## config.mk

```make
export PLATFORM = sky130hd
export DESIGN_NAME = shpc_sequencer
export DESIGN_NICKNAME = d
export VERILOG_FILES = /design/src/rtl/shpc_pkg.sv /design/src/rtl/shpc_step.sv /design/src/rtl/shpc_decode.sv /design/src/rtl/shpc_context.sv /design/src/rtl/shpc_sequencer.sv
export SDC_FILE = /design/constraint.sdc
export NUM_CORES = 1
export LEC_CHECK = 0
export BUFFER_PORTS_ARGS = -buffer_cell sky130_fd_sc_hd__clkbuf_2
export CORE_ASPECT_RATIO = 0.9
export CORE_MARGIN = 2
export CORE_UTILIZATION = 61
export CTS_CLUSTER_SIZE = 16
export DETAILED_ROUTE_END_ITERATION = 12
export PLACE_DENSITY = 0.89
export SYNTH_ARGS = -nofsm -noshare
export SYNTH_HDL_FRONTEND = slang
export SYNTH_HIERARCHICAL = 1
export SYNTH_SLANG_ARGS = --single-unit
```

## constraint.sdc

```tcl
create_clock -name clk -period 2.13 [get_ports clk]
set_input_delay 0.426 -clock clk [delete_from_list [all_inputs] [get_ports clk]]
set_output_delay 0.426 -clock clk [all_outputs]
set_load 0.05 [all_outputs]
```

## src/rtl/shpc_pkg.sv

```systemverilog
package shpc_pkg;

  // Opcode classes seen by the sequencer
  typedef enum logic [2:0] {
    OPK_ADVANCE = 3'd0,
    OPK_LDPAGE  = 3'd1,
    OPK_BRANCH  = 3'd2,
    OPK_CALL    = 3'd3,
    OPK_RETURN  = 3'd4
  } op_kind_e;

  localparam int unsigned OPCODE_W = 8;
  localparam logic [OPCODE_W-1:0] RETURN_CODE = 8'h0F;

endpackage

```

## src/rtl/shpc_step.sv

```systemverilog
// Next state of the shift-sequence program counter.
module shpc_step #(
  parameter int unsigned PC_W = 6
) (
  input  logic [PC_W-1:0] pc_cur,
  output logic [PC_W-1:0] pc_next
);
  localparam logic [PC_W-1:0] ALL_ONES  = {PC_W{1'b1}};
  localparam logic [PC_W-1:0] LOW_ONES  = ALL_ONES >> 1;

  logic feed_bit;

  always_comb begin
    if (pc_cur == LOW_ONES) begin
      feed_bit = 1'b1;
    end else if (pc_cur == ALL_ONES) begin
      feed_bit = 1'b0;
    end else begin
      feed_bit = ~(pc_cur[PC_W-1] ^ pc_cur[PC_W-2]);
    end
    pc_next = {pc_cur[PC_W-2:0], feed_bit};
  end
endmodule

```

## src/rtl/shpc_decode.sv

```systemverilog
// Sorts the retired opcode into a sequencer class and extracts immediates.
module shpc_decode
  import shpc_pkg::*;
#(
  parameter int unsigned PC_W = 6,
  parameter int unsigned PG_W = 4
) (
  input  logic [OPCODE_W-1:0] opcode,
  output op_kind_e            kind,
  output logic [PC_W-1:0]     target,
  output logic [PG_W-1:0]     page_imm
);
  localparam logic [3:0] LDPAGE_HI = 4'h1;

  always_comb begin
    target   = opcode[PC_W-1:0];
    page_imm = opcode[PG_W-1:0];
    if (opcode[7:6] == 2'b10) begin
      kind = OPK_BRANCH;
    end else if (opcode[7:6] == 2'b11) begin
      kind = OPK_CALL;
    end else if (opcode[7:4] == LDPAGE_HI) begin
      kind = OPK_LDPAGE;
    end else if (opcode == RETURN_CODE) begin
      kind = OPK_RETURN;
    end else begin
      kind = OPK_ADVANCE;
    end
  end
endmodule

```

## src/rtl/shpc_context.sv

```systemverilog
// Saved return counter, saved page and call latch.
module shpc_context #(
  parameter int unsigned PC_W = 6,
  parameter int unsigned PG_W = 4
) (
  input  logic            clk,
  input  logic            rst_n,
  input  logic            save_en,
  input  logic            restore_en,
  input  logic [PC_W-1:0] save_pc,
  input  logic [PG_W-1:0] save_page,
  output logic [PC_W-1:0] ret_pc,
  output logic [PG_W-1:0] ret_page,
  output logic            latch_q
);
  logic [PC_W-1:0] ret_pc_d;
  logic [PG_W-1:0] ret_page_d;
  logic            latch_d;

  always_comb begin
    ret_pc_d   = ret_pc;
    ret_page_d = ret_page;
    latch_d    = latch_q;
    if (save_en) begin
      ret_pc_d   = save_pc;
      ret_page_d = save_page;
      latch_d    = 1'b1;
    end else if (restore_en) begin
      latch_d    = 1'b0;
    end
  end

  always_ff @(posedge clk or negedge rst_n) begin
    if (!rst_n) begin
      ret_pc   <= '0;
      ret_page <= '0;
      latch_q  <= 1'b0;
    end else begin
      ret_pc   <= ret_pc_d;
      ret_page <= ret_page_d;
      latch_q  <= latch_d;
    end
  end
endmodule

```

## src/rtl/shpc_sequencer.sv

```systemverilog
// Fetch-address sequencer: shift-sequence counter, paging, call/return.
module shpc_sequencer
  import shpc_pkg::*;
#(
  parameter int unsigned PC_W = 6,
  parameter int unsigned PG_W = 4,
  parameter int unsigned SYNC_STAGES = 2
) (
  input  logic                    clk,
  input  logic                    rst_n,
  input  logic                    step_en,
  input  logic [OPCODE_W-1:0]     opcode,
  input  logic                    status,
  output logic [PG_W+PC_W-1:0]    fetch_addr,
  output logic                    in_subroutine
);
  localparam logic [PG_W-1:0] PAGE_RESET = {PG_W{1'b1}};

  // Reset: asserted asynchronously, released through a synchronizer
  logic [SYNC_STAGES-1:0] sync_q;
  logic                   rst_sync_n;

  always_ff @(posedge clk or negedge rst_n) begin
    if (!rst_n) begin
      sync_q <= '0;
    end else begin
      sync_q <= {sync_q[SYNC_STAGES-2:0], 1'b1};
    end
  end
  assign rst_sync_n = sync_q[SYNC_STAGES-1];

  // State
  logic [PC_W-1:0] pc_q, pc_d;
  logic [PG_W-1:0] page_q, page_d;
  logic [PG_W-1:0] pbuf_q, pbuf_d;

  logic [PC_W-1:0] pc_seq;
  op_kind_e        kind;
  logic [PC_W-1:0] target;
  logic [PG_W-1:0] page_imm;
  logic [PC_W-1:0] ret_pc;
  logic [PG_W-1:0] ret_page;
  logic            latch_q;
  logic            call_taken, save_en, restore_en;

  shpc_step #(.PC_W(PC_W)) u_step (
    .pc_cur  (pc_q),
    .pc_next (pc_seq)
  );

  shpc_decode #(.PC_W(PC_W), .PG_W(PG_W)) u_decode (
    .opcode   (opcode),
    .kind     (kind),
    .target   (target),
    .page_imm (page_imm)
  );

  assign call_taken = step_en && (kind == OPK_CALL) && status;
  assign save_en    = call_taken && !latch_q;
  assign restore_en = step_en && (kind == OPK_RETURN) && latch_q;

  shpc_context #(.PC_W(PC_W), .PG_W(PG_W)) u_context (
    .clk        (clk),
    .rst_n      (rst_sync_n),
    .save_en    (save_en),
    .restore_en (restore_en),
    .save_pc    (pc_seq),
    .save_page  (page_q),
    .ret_pc     (ret_pc),
    .ret_page   (ret_page),
    .latch_q    (latch_q)
  );

  // Next-state logic
  always_comb begin
    pc_d   = pc_q;
    page_d = page_q;
    pbuf_d = pbuf_q;
    if (step_en) begin
      pc_d = pc_seq;
      unique case (kind)
        OPK_LDPAGE: begin
          pbuf_d = page_imm;
        end
        OPK_BRANCH: begin
          if (status) begin
            pc_d   = target;
            page_d = pbuf_q;
          end
        end
        OPK_CALL: begin
          if (status) begin
            pc_d   = target;
            page_d = pbuf_q;
            if (latch_q) begin
              pbuf_d = page_q;
            end
          end
        end
        OPK_RETURN: begin
          if (latch_q) begin
            pc_d   = ret_pc;
            page_d = ret_page;
          end
        end
        default: begin
          pc_d = pc_seq;
        end
      endcase
    end
  end

  // Registers
  always_ff @(posedge clk or negedge rst_sync_n) begin
    if (!rst_sync_n) begin
      pc_q   <= '0;
      page_q <= PAGE_RESET;
      pbuf_q <= PAGE_RESET;
    end else begin
      pc_q   <= pc_d;
      page_q <= page_d;
      pbuf_q <= pbuf_d;
    end
  end

  assign fetch_addr    = {page_q, pc_q};
  assign in_subroutine = latch_q;

endmodule

```

==> metrics.md, run 1 <==
| Metric | Value |
|---|---|
| Status | finished, final reports clean |
| Starting Density | 0.639 |
| Startpoint types | flop |
| Clk slew on worst S/H paths | 140 ps |
| Ys async rst share | 1.00 |
| Static leakage | 0.807 nW |
| DR DRC count | 0 |
| Final slew viol count | 0 |
| CP Class | flop to flop |
| Fin cells | 198 |
| CTS Buffer Depth | 2 |
| Final #Nets | 173 |
| CP arrival | 1940 ps |
| Later-pin clock latency in the skew report | about 320 ps |
| R2R cell count | 5 |
| Post-Place Setup Slack | 73.6 ps |
| Final wirelength | 3.37 mm |
| Period utilisation layout | 0.817 |
| Total CTS buffers | 3 |
| Max cap viols | 0 |
| Die H | 54.9 microns |
| Cell count after placement | approximately 190 |
| Final TNS setup | 0 ps |
| Iter 0 DRT Violations | 47 |
| Worst Tran Pin Value | between 700 and 800 ps |
| Final setup vio count | 0 |
| Routability cong. | 0.838 |
| Die Footprint | 0.00332 sq mm |
| Avg Inst Size Synth | around 12 sq um |
| Layout filler cell count | roughly 220 |
| Top FF cell, synth | dfrtp_1 |
| Setup ws final | ~390 ps |
| Ys Warns | 6 |
| Flops & latches, synth | 27 |
| CTS tree | built |
| Post-CTS sizing | 0 |
| # IOs | 23 |
| Final hold vios | 0 |
| Die Span X | 60.5 microns |
| Area grow syn2layout | 4.13% |
| Final critical-path required period | approximately 1700 ps |
| Worst Clk Skew | 6.09 ps |
| Worst rel slew slack | 0.474 |
| Commonest non-fill, non-tap cell in the layout | clkbuf_2 |
| CTS H-tree depth | 1 |
| Largest net degree at the start of global routing | 21 |
| Routed via count | 1,161 |
| GR Util All Layers | 0.241 |
| # diodes | 0 |
| Worst Path Required | 2330 ps |
| Clock sinks | 27 |
| Remaining global-route overflow | 0 |
| Power Density | 981 mW/mm^2 |
| Cell Area, Synth | 0.00176 sq mm |
| First-pass GRT wire length | 5.82 mm |
| Peak Freq | 575 MHz |
| R2r startpoint | pc_q[4]$_DFFE_PN0P_ |
| CP endpoint kind | flop |
| Row cnt | 18 |
| RSZ-0062 raised after global routing | false |
| Post-synth EDFFs | 0 |
| Crit Path Max Fanout | 8 |
| Reg-to-Reg End | pc_q[0]$_DFFE_PN0P_ |
| Number of global-route vias before repair | 1,197 |
| Area of the multi-input gates | 878 sq um |
| Detail Placement HPWL | around 2.5 mm |
| Worst reg2reg setup slack | ~390 ps |
| Share of layout cells above drive strength 1 | 0.494 |
| Tot Pwr | 1.79 mW |
| Synth cell types | 36 |
| Design area | 0.00183 sq mm |
| Most frequent cells in the layout | 22 x clkbuf_2, 19 x mux2_2, 19 x dfrtp_1, 9 x mux2_4 |
| DP Area | approximately 0.0018 sq mm |
| Worst vdd ir | about 0.00062 V |
| Initial antenna violation count | 0 |
| Synthesized instance count | 149 |
| 1st-pass router iterations | 4 |
| Post-synthesis sequential area ratio | 0.391 |
| Antenna-violating nets left | 0 |
| Clock Tree Root | clkbuf_4 |
| Total core area | 0.00275 sq mm |
| DR WL/cell | 17.0 microns |
| Reg area | 686 sq um |
| DR vias/cell | 5.86 |
| Hold Crit Class | flop to async pin |
| IO buf count | 22 |
| Syn Nets | 163 |
[power by group]
part	switching, mW	internal [mW]	leakage [nW]
sequential	0.170	0.728	0.313
clock	0.146	0.0733	0.0150
combinational	0.376	0.299	0.479
total	0.693	1.10	0.807
[layer usage]
layer | part of all wire | vias up | GRT usage
li1 | - | 542 | -
met1 | 0.43 | 581 | 0.324
met2 | 0.52 | 32 | 0.417
met3 | 0.036 | 6 | 0.0465
met4 | 0.0077 | 0 | 0.0362
met5 | 0 | - | 0
[logic make-up (layout without fill, tap and decap cells)]
logic type | count (synthesis) | after routing | synth area share
DFF | 27 | 27 | 0.391
AOI/OAI and AO/OA | 22 | 22 | 0.102
buffers and inverters | 28 | 37 | 0.112
muxes | 32 | 32 | 0.225
and+or+nand+nor | 37 | 37 | 0.155
adders and majority gates | 2 | 2 | 0.0143
other | 1 | 1 | 0.00214
[through the flow]
step,utilization,hold WS [ps]
6_report,0.665,330
5_1_grt,0.665,385
2_1_floorplan,-,130
3_3_place_gp,0.652,210
4_1_cts,0.665,352
3_5_place_dp,0.652,213
[Yosys cell counts, types with 2 or more instances]
master / count / share of area
ha_1: 2 / 0.014
nand2_1: 5 / 0.011
mux2_4: 9 / 0.077
buf_4: 18 / 0.077
nor2_1: 6 / 0.013
a21o_1: 6 / 0.026
mux2_2: 19 / 0.12
buf_6: 3 / 0.019
inv_1: 2 / 0.0043
dfstp_2: 8 / 0.12
a31oi_1: 5 / 0.018
nand4b_1: 6 / 0.030
dfrtp_1: 19 / 0.27
nand2b_1: 7 / 0.025
clkbuf_1: 4 / 0.0086
nor3_1: 2 / 0.0057
a32oi_1: 5 / 0.025
mux2_1: 4 / 0.026
a22o_1: 2 / 0.010
[sequential cells by signal, summed over array words and instances (netlist names)]
signal              flops
pbuf_q                  4
u_context/ret_pc        6
sync_q                  2
u_context/ret_page      4
page_q                  4
pc_q                    6
u_context/latch_q       1
[critical path, stage by stage, from the launching register on]
cell and delay, ps:
dfrtp_1 510, ha_1 350, a22o_1 250, mux2_2 270
a32oi_1 140, a31oi_1 100
[timing repair]
action | 4_1_cts | 5_1_grt
hold buffers | 1 | 0
hold endpoints to repair | 2 | 0
setup buffers | 0 | 0
[how the worst max path moves through the flow]
stage / startpoint / end
2_1_floorplan: opcode[4] / page_q[0]$_DFFE_PN1P_
3_3_place_gp: opcode[4] / page_q[2]$_DFFE_PN1P_
3_5_place_dp: opcode[5] / pbuf_q[3]$_DFFE_PN1P_
4_1_cts: u_context/latch_q$_DFFE_PN0P_ / in_subroutine
5_1_grt: u_context/latch_q$_DFFE_PN0P_ / in_subroutine
6_report: pc_q[4]$_DFFE_PN0P_ / pc_q[0]$_DFFE_PN0P_
[area by class of cell]
type                       count  area share
clock buffer                   4      0.0144
inverter                       2     0.00411
multi-input combinational     94       0.480
sequential                    27       0.375
tap                           40      0.0274
timing repair buffer          31      0.0986
Power figures use the tool's default switching activity.
==> run 2: changes to the inputs <==
ABC_AREA = 1   (was unset)
CORE_UTILIZATION = 57   (was 61)
PLACE_DENSITY = 0.84   (was 0.89)
clock period = 1.65 ns   (was 2.13 ns; I/O delays follow)
==> run 2 against run 1 <==
- die area up 9.8%
- cell count grew 63%
- non-clock buffer count rose by 4
- synthesized area is 3.3% higher
- global-route usage decreased by 2.8 points
- combinational power grew 5.2%
- largest cell class unchanged
==> metrics.md, run 2 <==
| Metric | Value |
|---|---|
| Synth cell types | 21 (-42%) |
| Row cnt | 19 (+1) |
| CP endpoint kind | primary output |
| Power Density | 1030 mW/mm^2 (+5.0%) |
| GR Util All Layers | 0.212 (-0.0283) |
| Critical Path Stages | 1 (-4) |
| Bufs and invs on worst path | 1 (+1) |
| R2R cell count | 11 (+6) |
| Max cap viols | 0 (unchanged) |
| Initial antenna violation count | 0 (unchanged) |
| Ys async rst share | 1.00 (unchanged) |
| Critical path, cell by cell | clkbuf_2 |
| RSZ-0062 raised after global routing | false |
| Post-CTS Setup Bufs | 0 (unchanged) |
| Final critical-path required period | 1560 ps |
| Final setup vio count | 0 (unchanged) |
| Flops & latches, synth | 27 (unchanged) |
| Area grow syn2layout | 5.18% |
| Clock sinks | 27 (unchanged) |
| Iter 0 DRT Violations | 88 (+87%) |
| Crit-path max cell delay | 570 ps (+60 ps) |
| Syn Nets | 280 (+72%) |
| Post-synthesis sequential area ratio | 0.378 (-0.0124) |
| Biggest regs | pc_q (6), u_context/ret_pc (6) |
| CP Class | flop to primary output |
| Routability cong. | 0.901 (+7.5%) |
| Starting Density | 0.596 (-0.0431) |
| Final slew viol count | 0 (unchanged) |
| Die H | 57.5 microns (+4.8%) |
| Die Span X | 63.5 microns (+4.8%) |
| Worst Clk Skew | 5.30 ps (-0.783 ps) |
| Reg area | 686 sq um (unchanged) |
| Static leakage | 1.10 nW (+36%) |
| Crit Path Max Fanout | 10 (+2) |
| Post-synth top area share | 0.300 (+0.0294) |
| DR DRC count | 0 (unchanged) |
| Top FF cell, synth | dfrtp_1 |
| Worst path top cell family by delay | flip-flops |
| DR WL/cell | 11.2 microns (-34%) |
| CP arrival | 1230 ps (-710 ps) |
| Period utilisation layout | 0.948 |
| Number of global-route vias before repair | 1,359 (+14%) |
| Status | finished, final reports clean |
| IO buf count | 22 (unchanged) |
| # diodes | 0 (unchanged) |
| Synth cell count leaders | 145 x nand2_1, 27 x nand3_1, 19 x buf_4, 19 x dfrtp_1, 12 x inv_1 |
| Commonest non-fill, non-tap cell in the layout | nand2_1 |
| Clock Tree Root | clkbuf_4 |
| # IOs | 23 (unchanged) |
| Clk slew on worst S/H paths | 140 ps (about the same) |
| CTS tree | built |
| Tot Pwr | 1.96 mW (+9.6%) |
| Detail Placement HPWL | 2.72 mm (+7.1%) |
| 1st-pass router iterations | 4 (unchanged) |
| Most frequent cells in the layout | 145 x nand2_1, 27 x nand3_1, 22 x clkbuf_2, 19 x dfrtp_1 |
| Die Footprint | 0.00365 sq mm (+9.8%) |
| Most frequent cell after synthesis | nand2_1 |
| Post-synth EDFFs | 0 (unchanged) |
| DR vias/cell | 4.87 (-17%) |
| Later-pin clock latency in the skew report | 320 ps (about the same) |
| Share of layout cells above drive strength 1 | 0.243 (-0.251) |
| Area of the multi-input gates | 863 sq um (-1.7%) |
| Peak Freq | 640 MHz |
| Post-Place Setup Slack | -41.4 ps (-115 ps) |
| Worst vdd ir | 0.000781 V (+25%) |
| CTS Buffer Depth | 2 (unchanged) |
| Remaining global-route overflow | 0 (unchanged) |
| Worst Path Required | 1320 ps (-1010 ps) |
| Cell taking the most area after synthesis | nand2_1 |
| Post-layout util | 0.627 (-0.0387) |
| Final #Nets | 295 (+71%) |
| Total CTS buffers | 3 (unchanged) |
| Startpoint types | flop |
| Largest net degree at the start of global routing | 26 (+24%) |
| Routed via count | 1,569 (+35%) |
| Total core area | 0.00304 sq mm (+11%) |
| Final wirelength | 3.60 mm (+7.0%) |
| CTS H-tree depth | 1 (unchanged) |
| First-pass GRT wire length | 6.14 mm (+5.5%) |
| Cell Area, Synth | 0.00181 sq mm (+3.3%) |
| Post-CTS sizing | 0 (unchanged) |
| Setup ws final | 86.3 ps (-304 ps) |
| Top post-synthesis cells by area | nand2_1 30%, dfrtp_1 26%, dfstp_2 12% |
| CP max stage cell | dfrtp_1 |
| Final hold vios | 0 (unchanged) |
| Ys Warns | 6 (unchanged) |
| Synthesized instance count | 266 (+79%) |
| Avg Inst Size Synth | 6.82 sq um (-42%) |
| Layout filler cell count | 303 (+39%) |
| Hold Crit Class | flop to async pin |
| Antenna-violating nets left | 0 (unchanged) |
## run 2: changes by cell type after synthesis, sizes merged, moves of 16 or more
cell / change
inv: +16
nand2: +146
nand3: +29
mux2: -32
## run 2: layout make-up
class	instances	area share
clock inverter	1	0.00262
tap	42	0.0276
timing repair buffer	35	0.110
inverter	18	0.0354
sequential	27	0.360
multi-input combinational	196	0.453
clock buffer	3	0.0118
## run 2: timing repair
item	in CTS	in global routing
hold endpoints to repair	2	0
setup endpoints to repair	0	0
hold buffers	1	0
## run 2: per-layer routing
metal,vias to the layer above,track usage,part of all wire
li1,821,-,-
met1,704,0.330,0.52
met2,40,0.308,0.43
met3,4,0.0256,0.046
met4,0,0.0714,0.0083
met5,-,0,0
## run 2: worst paths after layout
path,to,start,slack [ps]
min in group clk,pbuf_q[3]$_DFFE_PN1P_,opcode[3],290
worst max register to register,pc_q[0]$_DFFE_PN0P_,pc_q[1]$_DFFE_PN0P_,190
worst min register to register,pc_q[3]$_DFFE_PN0P_,sync_q[1]$_DFF_PN0_,230
worst max-delay path,in_subroutine,u_context/latch_q$_DFFE_PN0P_,90
max in group asynchronous,pbuf_q[1]$_DFFE_PN1P_,sync_q[1]$_DFF_PN0_,1120
worst min-delay path,pc_q[3]$_DFFE_PN0P_,sync_q[1]$_DFF_PN0_,230
## run 2: through the flow
step	std cells	cell area, sq um	hold slack (ps)	setup TNS [ps]
floorplan	266	1810	34.4	0
global placement	317	1870	118	0
detailed placement	317	1870	118	-359
CTS	322	1910	241	0
global route	322	1910	266	0
finish	322	1910	229	0
## run 2: report_power, final
group / switching (mW) / leakage [nW] / total, mW / internal, mW
Clock: 0.191 / 0.0177 / 0.282 / 0.0910
Sequential: 0.131 / 0.328 / 0.972 / 0.841
Combinational: 0.496 / 0.751 / 0.710 / 0.215
## run 2: kinds of logic after synthesis
group	Yosys count	synth area share
buf+inv	43	0.146
fa+ha+maj	2	0.0138
other cells	1	0.00207
simple gates	192	0.455
flops	27	0.378
compound gates	1	0.00483
